### config.mk
export PLATFORM = sky130hd
export DESIGN_NAME = leaky_row_store
export DESIGN_NICKNAME = d
export VERILOG_FILES = /design/src/rtl/leaky_row_store_pkg.sv /design/src/rtl/leaky_row_store_datapath.sv /design/src/rtl/leaky_row_store_ctrl.sv /design/src/rtl/leaky_row_store.sv
export SDC_FILE = /design/constraint.sdc
export NUM_CORES = 1
export LEC_CHECK = 0
export BUFFER_PORTS_ARGS = -buffer_cell sky130_fd_sc_hd__buf_2
export CORE_UTILIZATION = 35
export CTS_CLUSTER_SIZE = 16
export DETAILED_ROUTE_END_ITERATION = 10
export GPL_ROUTABILITY_DRIVEN = 0
export HOLD_SLACK_MARGIN = 0.15
export SYNTH_ARGS = -nofsm -noshare
export SYNTH_HDL_FRONTEND = slang
export SYNTH_SLANG_ARGS = --single-unit
### constraint.sdc
create_clock -name clk -period 2.95 [get_ports clk]
set_input_delay 0.885 -clock clk [delete_from_list [all_inputs] [get_ports clk]]
set_output_delay 0.885 -clock clk [all_outputs]
set_load 0.005 [all_outputs]
### src/rtl/leaky_row_store_pkg.sv
package leaky_row_store_pkg;

  // Strobes from control to datapath for one cycle.
  typedef struct packed {
    logic sense;      // copy row into sense latch and empty the cells
    logic restore;    // drive sense latch back into the row
    logic userWrite;  // load user data into the row
  } cellOps_t;

  typedef enum logic [1:0] {
    ST_IDLE        = 2'd0,
    ST_USER_RESTORE = 2'd1,
    ST_REF_RESTORE = 2'd2
  } ctrlState_t;

endpackage

### src/rtl/leaky_row_store_datapath.sv
module leaky_row_store_datapath
  import leaky_row_store_pkg::*;
#(
  parameter int ROWS = 4,
  parameter int WIDTH = 8,
  parameter int RETAIN_LIMIT = 40,
  localparam int AW = (ROWS > 1) ? $clog2(ROWS) : 1,
  localparam int CW = $clog2(RETAIN_LIMIT + 1)
) (
  input  logic             clk,
  input  logic             rstN,
  input  cellOps_t         ops,
  input  logic [AW-1:0]    rowSel,
  input  logic [WIDTH-1:0] wrData,
  output logic [WIDTH-1:0] senseData,
  output logic             decayFlag
);

  logic [WIDTH-1:0] cells [ROWS];
  logic [CW-1:0]    age   [ROWS];
  logic [ROWS-1:0]  expire;

  for (genvar r = 0; r < ROWS; r++) begin : g_row
    logic hit;
    logic recharge;
    assign hit      = (rowSel == AW'(r));
    assign recharge = hit && (ops.userWrite || ops.restore);
    assign expire[r] = !recharge && (age[r] == CW'(RETAIN_LIMIT - 1));

    always_ff @(posedge clk) begin
      if (!rstN) begin
        cells[r] <= '0;
        age[r]   <= '0;
      end else if (hit && ops.userWrite) begin
        cells[r] <= wrData;
        age[r]   <= '0;
      end else if (hit && ops.restore) begin
        cells[r] <= senseData;
        age[r]   <= '0;
      end else begin
        if (hit && ops.sense) cells[r] <= '0;
        if (age[r] != CW'(RETAIN_LIMIT)) begin
          age[r] <= age[r] + 1'b1;
          if (expire[r]) cells[r] <= '0;
        end
      end
    end
  end

  // Sense latch: holds the charge taken off the row until it is put back.
  always_ff @(posedge clk) begin
    if (!rstN) senseData <= '0;
    else if (ops.sense) senseData <= cells[rowSel];
  end

  always_ff @(posedge clk) begin
    if (!rstN) decayFlag <= 1'b0;
    else if (|expire) decayFlag <= 1'b1;
  end

  // a sense leaves the row empty in the next cycle
  a_r3_sense_empties: assert property (@(posedge clk) disable iff (!rstN)
    (ops.sense && !ops.userWrite) |=> (cells[$past(rowSel)] == '0));

  // the decay flag never drops without reset
  a_r8_flag_sticky: assert property (@(posedge clk) disable iff (!rstN)
    decayFlag |=> decayFlag);

  // a restored row carries the sensed word
  a_r7_restore_loads: assert property (@(posedge clk) disable iff (!rstN)
    (ops.restore && !ops.userWrite) |=> (cells[$past(rowSel)] == $past(senseData)));

endmodule

### src/rtl/leaky_row_store_ctrl.sv
module leaky_row_store_ctrl
  import leaky_row_store_pkg::*;
#(
  parameter int ROWS = 4,
  parameter int REF_PERIOD = 5,
  localparam int AW = (ROWS > 1) ? $clog2(ROWS) : 1,
  localparam int TW = $clog2(REF_PERIOD + 1)
) (
  input  logic          clk,
  input  logic          rstN,
  input  logic          reqValid,
  input  logic          reqWrite,
  input  logic [AW-1:0] reqAddr,
  output logic          reqReady,
  output logic          rdValid,
  output cellOps_t      ops,
  output logic [AW-1:0] rowSel
);

  ctrlState_t    state, stateNext;
  logic [TW-1:0] refTimer;
  logic          refPending;
  logic          timerWrap;
  logic [AW-1:0] refRow;
  logic [AW-1:0] heldRow;

  assign timerWrap = (refTimer == TW'(REF_PERIOD - 1));

  always_comb begin
    ops       = '0;
    rowSel    = heldRow;
    reqReady  = 1'b0;
    rdValid   = 1'b0;
    stateNext = state;
    case (state)
      ST_IDLE: begin
        if (refPending) begin
          ops.sense = 1'b1;
          rowSel    = refRow;
          stateNext = ST_REF_RESTORE;
        end else begin
          reqReady = 1'b1;
          rowSel   = reqAddr;
          if (reqValid) begin
            if (reqWrite) begin
              ops.userWrite = 1'b1;
            end else begin
              ops.sense = 1'b1;
              stateNext = ST_USER_RESTORE;
            end
          end
        end
      end
      ST_USER_RESTORE: begin
        ops.restore = 1'b1;
        rowSel      = heldRow;
        rdValid     = 1'b1;
        stateNext   = ST_IDLE;
      end
      ST_REF_RESTORE: begin
        ops.restore = 1'b1;
        rowSel      = refRow;
        stateNext   = ST_IDLE;
      end
      default: stateNext = ST_IDLE;
    endcase
  end

  always_ff @(posedge clk) begin
    if (!rstN) begin
      state      <= ST_IDLE;
      refTimer   <= '0;
      refPending <= 1'b0;
      refRow     <= '0;
      heldRow    <= '0;
    end else begin
      state <= stateNext;
      if (timerWrap) refTimer <= '0;
      else refTimer <= refTimer + 1'b1;
      if (timerWrap) refPending <= 1'b1;
      else if (state == ST_REF_RESTORE) refPending <= 1'b0;
      if (state == ST_REF_RESTORE) begin
        if (refRow == AW'(ROWS - 1)) refRow <= '0;
        else refRow <= refRow + 1'b1;
      end
      if (state == ST_IDLE && !refPending && reqValid && !reqWrite)
        heldRow <= reqAddr;
    end
  end

  // every sense is followed by a restore of the same row
  a_r4_restore_follows: assert property (@(posedge clk) disable iff (!rstN)
    ops.sense |=> (ops.restore && rowSel == $past(rowSel)));

  // a pending refresh blocks user acceptance
  a_r5_refresh_first: assert property (@(posedge clk) disable iff (!rstN)
    (refPending && state == ST_IDLE) |-> (!reqReady && ops.sense && !ops.userWrite));

  // refresh rotation advances by one and wraps
  a_r6_row_order: assert property (@(posedge clk) disable iff (!rstN)
    (state == ST_REF_RESTORE) |=>
      (refRow == (($past(refRow) == AW'(ROWS - 1)) ? '0 : $past(refRow) + 1'b1)));

  // busy while restoring
  a_r4_busy_restore: assert property (@(posedge clk) disable iff (!rstN)
    ops.restore |-> !reqReady);

  // at most one strobe per cycle
  a_r2_one_strobe: assert property (@(posedge clk) disable iff (!rstN)
    $onehot0({ops.sense, ops.restore, ops.userWrite}));

endmodule

### src/rtl/leaky_row_store.sv
module leaky_row_store
  import leaky_row_store_pkg::*;
#(
  parameter int ROWS = 4,
  parameter int WIDTH = 8,
  parameter int REF_PERIOD = 5,
  parameter int RETAIN_LIMIT = 40,
  localparam int AW = (ROWS > 1) ? $clog2(ROWS) : 1
) (
  input  logic             clk,
  input  logic             rstN,
  input  logic             reqValid,
  input  logic             reqWrite,
  input  logic [AW-1:0]    reqAddr,
  input  logic [WIDTH-1:0] reqWdata,
  output logic             reqReady,
  output logic             rdValid,
  output logic [WIDTH-1:0] rdData,
  output logic             decayFlag
);

  cellOps_t      ops;
  logic [AW-1:0] rowSel;

  leaky_row_store_ctrl #(
    .ROWS(ROWS),
    .REF_PERIOD(REF_PERIOD)
  ) ctrl_i (
    .clk(clk),
    .rstN(rstN),
    .reqValid(reqValid),
    .reqWrite(reqWrite),
    .reqAddr(reqAddr),
    .reqReady(reqReady),
    .rdValid(rdValid),
    .ops(ops),
    .rowSel(rowSel)
  );

  leaky_row_store_datapath #(
    .ROWS(ROWS),
    .WIDTH(WIDTH),
    .RETAIN_LIMIT(RETAIN_LIMIT)
  ) dp_i (
    .clk(clk),
    .rstN(rstN),
    .ops(ops),
    .rowSel(rowSel),
    .wrData(reqWdata),
    .senseData(rdData),
    .decayFlag(decayFlag)
  );

endmodule

==> Word-level counts from Yosys, hierarchy flattened <==
Memory sizes are Yosys's and may differ from the RTL's. A register that Yosys moved wholly into a read port is not among the register bits.
Cells that the tools add are included.
{ "classes": {"n_addsub": 6, "mul": 0, "n_div": 0, "magnitude_cmp": 0, "n_eq_ne": 16, "shifts": 0, "n_mux": 141, "n_bitwise": 31, "reduce_logical": 42} }
{ "op_table": {"columns": ["op", "count"], "rows": [
  ["8-bit 2-to-1 mux", 16],
  ["1-bit 2-to-1 mux", 107],
  ["6-bit 2-to-1 mux", 12],
  ["1-bit OR", 28],
  ["6-bit by 1-bit adder with 6-bit output, second input constant", 4],
  ["6-bit == test, second input constant", 4],
  ["6-bit inequality test, second input constant", 4],
  ["1-bit logical AND", 23],
  ["2-bit 2-to-1 mux", 5],
  ["2-bit == test, second input constant", 4],
  ["1-bit zero test", 7],
  ["2-bit AND reduction", 3],
  ["2-bit by 1-bit == test with 1-bit output, second input constant", 2],
  ["2-bit zero test", 2],
  ["2-bit one-hot mux with 2 select lines", 1],
  ["2-bit nonzero test", 2],
  ["2-bit OR reduction", 2],
  ["4-bit OR reduction", 1],
  ["3-bit by 1-bit adder with 3-bit output, second input constant", 1],
  ["3-bit == test, second input constant", 1],
  ["1-bit NOT", 3],
  ["3-bit OR reduction", 1],
  ["2-bit by 1-bit adder with 2-bit output, second input constant", 1],
  ["2-bit by 1-bit inequality test with 1-bit output, second input constant", 1],
  ["1-bit logical OR", 1]
]} }
{ "totals": {"ff_bits": 11, "latchBits": 0, "ramBits": 56, "romBits": 0, "inputBits": 14, "out_inout_bits": 11, "elab_cells": 245, "memories": 2} }
{ "memory_table": {"columns": ["memory", "depth", "word_bits", "read_ports", "rd_ports_with_merged_regs", "write_ports", "line", "source"], "rows": [
  ["dp_i.cells", 4, 8, 1, 1, 4, "leaky_row_store_datapath.sv:19", "logic [WIDTH-1:0] cells [ROWS];"],
  ["dp_i.age", 4, 6, 4, 0, 4, "leaky_row_store_datapath.sv:20", "logic [CW-1:0] age [ROWS];"]
]} }

==> Depth between registers and ports, before layout <==
Gate-level depths: netlist (run 1).
{ "logic_depth": {"ltp_word": 15, "mapped_depth": 11, "depth_no_buf": 8} }

==> By module <==
A second synthesis (run 1) with hierarchy kept.
{ "unflattened": {"hier_cells": 341, "area_unflattened_um2": 4028.9} }
{ "modules_own_cells": {"columns": ["mod", "n_inst", "cells_each", "area_per_inst_um2", "seq_area_each_um2"], "rows": [
  ["leaky_row_store_datapath", 1, 279, 3445.8, 1861.8],
  ["leaky_row_store_ctrl", 1, 62, 583.1, 200.2]
]} }

==> Least setup slack after synthesis (run 1) <==
No wires, ideal clock.
{ "synth_timing": {"kind": "reg2reg", "from": "reg ctrl_i.state[0]", "to": "mem dp_i.cells[3][0] (enable)", "setup_ns": 0.378, "arrival_ns": 2.491, "required_ns": 2.572, "slack_ns": 0.081, "stages_incl_launch_ff": 11, "n_path_buf": 2, "period_less_slack_ns": 2.869, "path_cell_list": "dfxtp_1 > inv_1 > ha_1 > nor2b_1 > buf_6 > a222oi_1 > or2_1 > o21ai_1 > or2_1 > clkbuf_1 > o221ai_1"} }
{ "synth_lines": {"columns": ["item", "line", "source"], "rows": [
  ["from (decl)", "leaky_row_store_ctrl.sv:20", "ctrlState_t state, stateNext;"],
  ["from (signal assigned)", "leaky_row_store_ctrl.sv:77", "state <= stateNext;"],
  ["to (decl)", "leaky_row_store_datapath.sv:19", null]
]} }

==> key figures, run 1 <==
Routing
  – Routed Antenna Nets: 0
  – Final wirelength: 8.11 mm
  – Drt first pass iters: 4
  – Initial DRC count: slightly below 200
  – Avg WL per Cell: 15.9 µm
  – Vias per cell: 5.18
  – Drt drc: 0
  – DR vias: 2636

Final layout
  – N_diodes: 0
  – Area growth from synthesis to layout: 17.7%
  – Util after Layout: 0.429
  – Fraction of layout cells with a size suffix above 1: 0.206
  – Nets: 396

Clocking
  – CTS clk-pin slew, worst paths: about 0.08 ns
  – Hold buffers post-CTS: 0
  – TritonCTS buffer count: 9
  – CTS sink count: 75
  – Root buf cell: clkbuf_8
  – CTS tree: built
  – Worst skew pair latency: ~0.34 ns
  – Clk buf depth: 2
  – CTS HTree Levels: 3

Yosys
  – Mapped Cells: 321
  – Syn_area_per_cell: 11.9 µm²
  – Most frequent cells after synthesis: edfxtp_1 (56), nor2_1 (44), a22o_1 (32)
  – Count leader, synth: edfxtp_1
  – Post-synth top flop: edfxtp_1
  – Post-Syn Nets: 349
  – Yosys warning total: 0
  – Area leader, netlist: edfxtp_1
  – Synth Register Bits: 75
  – Async set or reset register ratio after synthesis: 0
  – Synth area leaders: edfxtp_1 (44%), dfxtp_1 (10%), a22o_1 (7.3%)
  – Yosys cell types: between 40 and 50
  – Share of the synthesized area in the top cell type: 0.441
  – EDFF count, synth: 56
  – Synthesized area: ~3800 µm²
  – Post-synthesis sequential area ratio: 0.541

Global route
  – Global-route wire length before repair: 13.3 mm
  – Overall Global Routing Usage: 0.154
  – Number of global-route vias before repair: 2625
  – Grt ovf: 0
  – Initial antenna violation count: 0
  – Pin count of the biggest net entering global routing: 26

Floorplan
  – Die height: 106 µm
  – FP Rows: 37
  – Initial core utilization: 0.365
  – Core Region: around 10000 µm²
  – Chip width: 106 µm
  – I/O Pins: 25
  – DIE AREA: about 11000 µm²

STA
  – Maximum clock rate: 0.358 GHz
  – Hold Vio Cnt, Final: 0
  – Min Tclk post-route: about 2.8 ns
  – Final period utilization: 0.946
  – Setup_tns: 0 ns
  – Hold slack: 0.528 ns
  – Slew @ Worst Pin: 0.740 ns
  – Worst relative slew slack: 0.505
  – Final setup violation count: 0
  – RSZ-0062 raised after global routing: no
  – Max-slew violation count: 0
  – Clk_skew: about 0.01 ns

Critical path
  – Startpoint types: register
  – WP data arrival: approximately 2.9 ns
  – Worst setup path class: reg2reg
  – WP buf/inv: 3
  – Worst setup EP type: register
  – CP Cell Sequence: inv_1 > ha_1 > nor2b_1 > a222oi_1 > buf_4 > nand2b_1 > nor2_1 > or3b_1 > o221ai_2 > buf_4
  – Crit path required time: 3.01 ns
  – Worst path most repeated cell: buf_4
  – CP peak stage delay: 0.41 ns
  – CP max FO: 8
  – CP delay by family, top: simple AND/OR/NAND/NOR gates
  – Slowest CP cell: a222oi_1

Power and ir drop
  – Power Density: 580 nW/µm²
  – Max VDD drop: about 0.49 mV
  – Leakage: 0.00180 µW

Place
  – IO buf count: 24
  – Post-DP HPWL: 5.57 mm

Flow run
  – Max_cap viols: 0

Run status
  – Status: completed

Hold path
  – Hold Crit Class: reg2reg
==> cell families (layout without fill, tap and decap cells) <==
family                     after synthesis  after routing  synth area share
buffers and inverters                   28             80            0.0318
AOI/OAI and AO/OA                       55             55             0.122
xor gates and xnor gates                16             16            0.0367
adders and majority gates               14             14            0.0459
DFF                                     75             75             0.541
muxes                                   21             21            0.0817
and+or+nand+nor                        112            112             0.142
==> tightest hold or removal path, delay by kind of cell (launching register included) <==
| family | cells | cell delay [ns] |
|---|---|---|
| flops | 1 | 0.31 |
| mux | 1 | 0.12 |
| simple gates | 1 | 0.06 |
==> power breakdown <==
group          switching, µW  total [µW]  internal [µW]  leakage, µW
Clock                    392        1060            672     0.000133
Combinational            161         298            137     0.000891
Sequential              42.6        1240           1200     0.000780
Total                    595        2610           2010      0.00180
==> state kept, by name (all words and copies together), names as in the netlist <==
signal	cells
ctrl_i.refPending	1
ctrl_i.state	2
ctrl_i.refRow	2
dp_i.decayFlag	1
ctrl_i.refTimer	3
dp_i.age	24
dp_i.senseData	8
dp_i.cells	32
ctrl_i.heldRow	2
==> repair_timing <==
item                                   4_1_cts  5_1_grt
setup endpoints to repair                    0        3
endpoints found under the hold margin        0        0
gates resized for setup                      0        1
setup buffers                                0        0
==> placed cells by master, fill, tap and decap left out, drive strengths merged, types with 7 or more instances in the layout <==
cell type,count
edfxtp,56
nor2,46
buf,46
a22o,32
dfxtp,19
inv,18
ha,14
nand2,14
mux2i,12
nand3,11
clkbuf,10
nor3,8
mux4,8
xor2,8
xnor2,8
nor2b,7
nand2b,7
==> metal layers <==
metal | vias up | GRT usage | share of wire
li1 | 1279 | - | -
met1 | 1281 | 0.205 | 0.46
met2 | 65 | 0.236 | 0.47
met3 | 11 | 0.0441 | 0.055
met4 | 0 | 0.0585 | 0.015
met5 | - | 0 | 0
==> final cells by class <==
class | instances | area [µm²]
fillers | 1001 | 5970
flip-flops and latches | 75 | 2060
multi-input cells | 218 | 1630
repair buffers | 46 | 285
well taps | 136 | 170
clock buffers | 10 | 138
clock inverters | 6 | 136
inverters | 18 | 67.6
==> stage by stage <==
stage / power [µW] / cells / setup WS, ns / cell area [µm²]
after floorplan: 1450 / 321 / 0.0809 / 3810
after global placement: 1560 / 493 / 0.121 / 4220
after detailed placement: 1570 / 493 / 0.0760 / 4220
after CTS: 2630 / 509 / 0.167 / 4490
after global routing: 2710 / 509 / 0.0281 / 4490
final: 2610 / 509 / 0.160 / 4490
==> path summary, 6_finish.rpt <==
kind | startpoint | end | slack [ns] | cells past startpoint
setup / recovery | ctrl_i.state[0]$_SDFFE_PP0P_ | dp_i.cells[2][7]$_SDFFCE_PP0P_ | 0.16 | 10
hold reg to reg | ctrl_i.heldRow[0]$_SDFFE_PN0P_ | ctrl_i.heldRow[0]$_SDFFE_PN0P_ | 0.53 | 2
setup reg to reg | ctrl_i.state[0]$_SDFFE_PP0P_ | dp_i.cells[2][7]$_SDFFCE_PP0P_ | 0.16 | 10
hold / removal | ctrl_i.heldRow[0]$_SDFFE_PN0P_ | ctrl_i.heldRow[0]$_SDFFE_PN0P_ | 0.53 | 2
(Power assumes the default switching activity.)
==> run 2, diff against run 1 <==
--- a/config.mk
+++ b/config.mk
@@ -6,11 +6,12 @@
 export NUM_CORES = 1
 export LEC_CHECK = 0
 export BUFFER_PORTS_ARGS = -buffer_cell sky130_fd_sc_hd__buf_2
-export CORE_UTILIZATION = 35
+export CORE_UTILIZATION = 50
 export CTS_CLUSTER_SIZE = 16
 export DETAILED_ROUTE_END_ITERATION = 10
 export GPL_ROUTABILITY_DRIVEN = 0
 export HOLD_SLACK_MARGIN = 0.15
+export PLACE_DENSITY = 0.68
 export SYNTH_ARGS = -nofsm -noshare
 export SYNTH_HDL_FRONTEND = slang
 export SYNTH_SLANG_ARGS = --single-unit
==> constraint.sdc (replaced) <==
create_clock -name clk -period 3.1 [get_ports clk]
set_input_delay 0.93 -clock clk [delete_from_list [all_inputs] [get_ports clk]]
set_output_delay 0.93 -clock clk [all_outputs]
set_load 0.005 [all_outputs]
==> run 2 against run 1 <==
Effect of this change: cell count shrank 8.3%; via count shrank 1.9%; sequential power shrank 5%; combinational power shrank 9.7%; routed wire length shrank 4.8%; clock power shrank 26%; largest cell class unchanged.
==> key figures, run 2 (same netlist as run 1, synthesis figures left out) <==
STA
  – Min Tclk post-route: 2.81 ns (+0.0204 ns)
  – Setup ws final: 0.290 ns (+0.130 ns)
  – Maximum clock rate: 0.356 GHz (-0.72%)
  – Max-slew violation count: 0 (unchanged)
  – Clk_skew: 0.0111 ns (+0.00125 ns)
  – RSZ-0062 raised after global routing: no
  – Final period utilization: 0.907 (-0.0392)
  – Slew @ Worst Pin: 0.719 ns (-0.0217 ns)
  – Final setup violation count: 0 (unchanged)
  – Worst relative slew slack: 0.519 (+0.0145)
  – Setup_tns: 0 ns (unchanged)
  – Hold Vio Cnt, Final: 0 (unchanged)

Global route
  – Grt ovf: 0 (unchanged)
  – Global-route wire length before repair: 12.1 mm (-8.8%)
  – Number of global-route vias before repair: 2463 (-6.2%)
  – Overall Global Routing Usage: 0.209 (+0.0555)
  – Pin count of the biggest net entering global routing: 27 (+3.8%)
  – Initial antenna violation count: 0 (unchanged)

Critical path
  – CP max FO: 8 (unchanged)
  – R2R setup slack: 0.29 ns (+0.13 ns)
  – WP data arrival: 2.80 ns (-0.05 ns)
  – Setup crit end: dp_i.cells[2][0]$_SDFFCE_PP0P_
  – Reg2reg start: ctrl_i.state[0]$_SDFFE_PP0P_
  – Worst reg2reg endpoint: dp_i.cells[2][0]$_SDFFCE_PP0P_
  – Startpoint types: register
  – Reg2Reg Depth: 9 (-1)
  – Worst setup EP type: register
  – Crit path required time: 3.09 ns (+0.08 ns)
  – Worst setup path class: reg2reg
  – Worst setup path start: ctrl_i.state[0]$_SDFFE_PP0P_

Final layout
  – Largest register FFs: 32 (unchanged)
  – Util after Layout: 0.592 (+0.163)
  – Area occupied by multi-input gates: 1630 µm² (unchanged)
  – Most common cell after layout, fill and taps aside: edfxtp_1
  – Final cell count without fillers: 467 (-8.3%)
  – Filler cells: 606 (-39%)
  – Most frequent cells in the layout: edfxtp_1 (56), nor2_1 (44), a22o_1 (32), buf_2 (24), dfxtp_1 (19)
  – N_diodes: 0 (unchanged)
  – Area growth from synthesis to layout: 13.8%
  – Fraction of layout cells with a size suffix above 1: 0.193 (-0.0135)
  – Post-route cell area: 4340 µm² (-3.3%)
  – Register Area: 2060 µm² (unchanged)
  – Top reg by flops: dp_i.cells
  – Nets: 391 (-1.3%)
  – Top Registers: dp_i.cells: 32 flops, dp_i.age: 24 flops, dp_i.senseData: 8 flops

Floorplan
  – FP Rows: 31 (-16%)
  – Die height: 89.4 µm (-16%)
  – Initial core utilization: 0.520 (+0.156)
  – Chip width: 89.4 µm (-16%)
  – Core Region: 7330 µm² (-30%)
  – DIE AREA: 7980 µm² (-29%)
  – I/O Pins: 25 (unchanged)

Power and ir drop
  – Power Density: 515 nW/µm² (-11%)
  – Leakage: 0.00175 µW (-3.0%)
  – Max VDD drop: 0.374 mV (-24%)

Clocking
  – TritonCTS buffer count: 9 (unchanged)
  – CTS HTree Levels: 3 (unchanged)
  – Post-CTS Resized: 0 (unchanged)
  – Clk buf depth: 2 (unchanged)
  – Hold buffers post-CTS: 0 (unchanged)
  – Worst skew pair latency: 0.35 ns (about the same)
  – CTS clk-pin slew, worst paths: 0.08 ns (about the same)
  – CTS sink count: 75 (unchanged)
  – Post CTS Setup Buffer Count: 0 (unchanged)
  – Root buf cell: clkbuf_8
  – CTS tree: built

Hold path
  – Hold Crit Class: reg2reg

Place
  – Dpl cells: 451 (-8.5%)
  – Dpl ws: 0.186 ns (+0.110 ns)
  – DP Area: 4130 µm² (-2.0%)
  – IO buf count: 24 (unchanged)
  – Post-DP HPWL: 5.30 mm (-4.9%)

Routing
  – Drt first pass iters: 4 (unchanged)
  – Avg WL per Cell: 16.5 µm (+3.8%)
  – Drt drc: 0 (unchanged)
  – DR vias: 2587 (-1.9%)
  – Routed Antenna Nets: 0 (unchanged)
  – Initial DRC count: 182 (-6.2%)
  – Vias per cell: 5.54 (+7.0%)
  – Final wirelength: 7.72 mm (-4.8%)

Run status
  – Status: completed

Flow run
  – Max_cap viols: 0 (unchanged)
run 2: changes by cell type in the layout (fill, tap and decap cells not counted):
cell / previous run / this run
bufinv_16: 4 / 1
or2_1: 3 / 4
inv_6: 0 / 3
or2_2: 2 / 1
clkinv_4: 1 / 0
buf_4: 22 / 17
clkinvlp_4: 1 / 2
run 2: report_power, final:
group,switching (µW),leakage (µW),internal [µW]
Combinational,145,0.000869,123
Clock,381,0.0000999,402
Sequential,40.9,0.000780,1140
Total,567,0.00175,1670
run 2: area by class of cell:
type / count / share of cell area
multi-input cells: 218 / 0.376
inverters: 18 / 0.0156
clock inverters: 6 / 0.0164
repair buffers: 41 / 0.0571
well taps: 99 / 0.0285
clock buffers: 10 / 0.0317
flip-flops and latches: 75 / 0.475
run 2: critical path, cell delays in order, from the launching register on:
cell      delay (ns)
dfxtp_1         0.35
inv_1           0.07
ha_1            0.25
nor2b_1         0.21
a222oi_1        0.37
buf_4           0.20
nand2b_1        0.12
nor2_1          0.06
or3b_1          0.38
o221ai_2        0.43
run 2: worst min path at each step:
stage	start	endpoint	cells past startpoint
2_1_floorplan	ctrl_i.refTimer[2]$_SDFF_PP0_	ctrl_i.refPending$_SDFFE_PN0P_	2
3_3_place_gp	ctrl_i.state[0]$_SDFFE_PP0P_	ctrl_i.state[0]$_SDFFE_PP0P_	1
3_5_place_dp	dp_i.decayFlag$_SDFFE_PN0P_	dp_i.decayFlag$_SDFFE_PN0P_	2
4_1_cts	ctrl_i.state[0]$_SDFFE_PP0P_	ctrl_i.state[0]$_SDFFE_PP0P_	1
5_1_grt	ctrl_i.state[0]$_SDFFE_PP0P_	ctrl_i.state[0]$_SDFFE_PP0P_	1
6_report	ctrl_i.state[0]$_SDFFE_PP0P_	ctrl_i.state[0]$_SDFFE_PP0P_	1
run 2: metal layers:
layer  part of all wire  GRT usage  wire (µm)  vias to the layer above
li1                   -          -          -                     1269
met1               0.46      0.276       3520                     1254
met2               0.49      0.340       3810                       60
met3              0.045     0.0499        350                        4
met4             0.0045     0.0722         35                        0
met5                  0          0          0                        -
run 2: stage by stage:
stage	hold slack, ns	total power [µW]
finish	0.537	2240
global route	0.575	2330
CTS	0.543	2260
detailed placement	0.517	1480
global placement	0.512	1470
floorplan	0.479	1380
==> run 3, diff against run 2 <==
==> constraint.sdc (replaced) <==
create_clock -name clk -period 3.1 [get_ports clk]
set_input_delay 0.62 -clock clk [delete_from_list [all_inputs] [get_ports clk]]
set_output_delay 0.62 -clock clk [all_outputs]
set_load 0.005 [all_outputs]
==> run 3 against run 2 <==
Effect of this change: core utilization barely moved; register-to-register slack got worse by 0.09 ns; via count rose by 1.3%; combinational power barely moved; clock skew rose by 0.0027 ns; clock-buffer cell count fell by 1; final area barely moved; critical endpoint is now dp_i.cells[3][6]$_SDFFCE_PP0P_.
==> key figures, run 3 (same netlist as run 1, synthesis figures left out) <==
Floorplan
  – Initial core utilization: 0.520 (unchanged)
  – Chip width: 89.4 µm (unchanged)
  – FP Rows: 31 (unchanged)
  – I/O Pins: 25 (unchanged)
  – DIE AREA: 7980 µm² (unchanged)
  – Die height: 89.4 µm (unchanged)
  – Core Region: 7330 µm² (unchanged)

Routing
  – Vias per cell: 5.64 (+1.8%)
  – Drt first pass iters: 4 (unchanged)
  – Routed Antenna Nets: 0 (unchanged)
  – Drt drc: 0 (unchanged)
  – Initial DRC count: 190 (+4.4%)
  – Avg WL per Cell: 16.6 µm (+0.72%)
  – DR vias: 2621 (+1.3%)
  – Final wirelength: 7.74 mm (+0.29%)

Run status
  – Status: completed

STA
  – Hold Vio Cnt, Final: 0 (unchanged)
  – Setup_tns: 0 ns (unchanged)
  – RSZ-0062 raised after global routing: no
  – Max-slew violation count: 0 (unchanged)
  – Min Tclk post-route: 2.91 ns (+0.0947 ns)
  – Worst relative slew slack: 0.557 (+0.0375)
  – Setup ws final: 0.195 ns (-0.0947 ns)
  – Final period utilization: 0.937 (+0.0305)
  – Clk_skew: 0.0138 ns (+0.00271 ns)
  – Final setup violation count: 0 (unchanged)
  – Slew @ Worst Pin: 0.663 ns (-0.0560 ns)
  – Maximum clock rate: 0.344 GHz (-3.3%)

Final layout
  – Filler cells: 586 (-3.3%)
  – Top reg by flops: dp_i.cells
  – Post-route cell area: 4340 µm² (about the same)
  – Fraction of layout cells with a size suffix above 1: 0.189 (-0.00441)
  – Most frequent cells in the layout: edfxtp_1 (56), nor2_1 (44), a22o_1 (32), buf_2 (24), dfxtp_1 (19)
  – Most common cell after layout, fill and taps aside: edfxtp_1
  – Nets: 389 (-0.51%)
  – Area growth from synthesis to layout: 13.8% (about the same)
  – Top Registers: dp_i.cells: 32 flops, dp_i.age: 24 flops, dp_i.senseData: 8 flops
  – Largest register FFs: 32 (unchanged)
  – N_diodes: 0 (unchanged)

Hold path
  – Hold Crit Class: reg2reg
  – Hold Path Depth: 2 (+1)

Critical path
  – Worst setup path class: reg2reg
  – Reg2Reg Depth: 10 (+1)
  – CP peak stage delay: 0.47 ns (+0.04 ns)
  – Worst path depth: 10 (+1)
  – CP Cell Sequence: inv_1 > ha_1 > nor2b_1 > a222oi_1 > buf_4 > or2_1 > o21ai_1 > or2_1 > o221ai_1 > buf_4
  – Startpoint types: register
  – Crit path required time: 3.15 ns (+0.06 ns)
  – Worst setup EP type: register
  – CP max FO: 12 (+4)
  – CP delay by family, top: compound AO/OA/AOI/OAI gates
  – Slowest CP cell: a222oi_1
  – WP buf/inv: 3 (+1)
  – WP data arrival: 2.95 ns (+0.15 ns)

Global route
  – Overall Global Routing Usage: 0.213 (+0.00340)
  – Grt ovf: 0 (unchanged)
  – Pin count of the biggest net entering global routing: 27 (unchanged)
  – Number of global-route vias before repair: 2559 (+3.9%)
  – Global-route wire length before repair: 12.3 mm (+1.5%)
  – Initial antenna violation count: 0 (unchanged)

Clocking
  – Post-CTS Resized: 0 (unchanged)
  – Root buf cell: clkbuf_8
  – CTS tree: built
  – TritonCTS buffer count: 9 (unchanged)
  – Post CTS Setup Buffer Count: 0 (unchanged)
  – Clk buf depth: 2 (unchanged)
  – CTS HTree Levels: 3 (unchanged)
  – Hold buffers post-CTS: 0 (unchanged)
  – CTS sink count: 75 (unchanged)
  – Worst skew pair latency: 0.34 ns (about the same)
  – CTS clk-pin slew, worst paths: 0.08 ns (about the same)

Place
  – Dpl ws: 0.221 ns (+0.0351 ns)
  – IO buf count: 24 (unchanged)
  – Post-DP HPWL: 5.41 mm (+2.0%)
  – DP Area: 4120 µm² (-0.36%)

Power and ir drop
  – Power Density: 526 nW/µm² (+2.1%)
  – Max VDD drop: 0.291 mV (-22%)
  – Leakage: 0.00175 µW (about the same)

Flow run
  – Max_cap viols: 0 (unchanged)
==> run 3: cell count changes in the layout (fill, tap and decap cells not counted), sizes merged <==
cell,delta
bufinv,+1
clkinvlp,-1
clkbuf,-1
buf,-2
inv,-1
clkinv,+2
==> run 3: path summary, 6_finish.rpt <==
kind                                                startpoint                        endpoint  slack [ns]
worst min register to register  ctrl_i.heldRow[0]$_SDFFE_PN0P_  ctrl_i.heldRow[0]$_SDFFE_PN0P_        0.53
worst max register to register    ctrl_i.state[0]$_SDFFE_PP0P_  dp_i.cells[3][6]$_SDFFCE_PP0P_        0.19
worst max-delay path              ctrl_i.state[0]$_SDFFE_PP0P_  dp_i.cells[3][6]$_SDFFCE_PP0P_        0.19
worst min-delay path            ctrl_i.heldRow[0]$_SDFFE_PN0P_  ctrl_i.heldRow[0]$_SDFFE_PN0P_        0.53
==> run 3: where the power goes <==
part           switching [µW]  internal [µW]
clock network             372            459
registers                41.9           1140
logic                     147            119
==> run 3: layout make-up <==
type                    instances  area (µm²)  area share
well taps                      99         124      0.0285
repair buffers                 39         233      0.0536
flip-flops and latches         75        2060       0.475
multi-input cells             218        1630       0.376
clock buffers                   9         124      0.0285
inverters                      18        67.6      0.0156
clock inverters                 7        98.8      0.0228
==> run 3: stage by stage <==
stage / utilization / hold WS [ns] / total power [µW] / cells
5_1_grt: 0.592 / 0.543 / 2380 / 465
2_1_floorplan: - / 0.479 / 1380 / 321
3_5_place_dp: 0.562 / 0.513 / 1470 / 449
4_1_cts: 0.592 / 0.534 / 2310 / 465
3_3_place_gp: 0.562 / 0.506 / 1470 / 449
6_report: 0.592 / 0.532 / 2280 / 465
==> run 3: worst reg2reg max path, delay by kind of cell (launching register included) <==
| family | cells | cell delay (ns) |
|---|---|---|
| AO/OA/AOI/OAI | 3 | 0.74 |
| adder cells (fa/ha/maj) | 1 | 0.25 |
| buffers and inverters | 3 | 0.59 |
| flip-flops | 1 | 0.36 |
| AND/OR/NAND/NOR | 3 | 0.68 |
==> run 3: routing by layer <==
metal  global-route usage  wire (µm)  part of all wire  vias to the layer above
li1                     -          -                 -                     1267
met1                0.276       3430              0.44                     1250
met2                0.332       3690              0.48                       98
met3               0.0729        561             0.072                        6
met4               0.0779         61            0.0079                        0
met5                    0          0                 0                        -
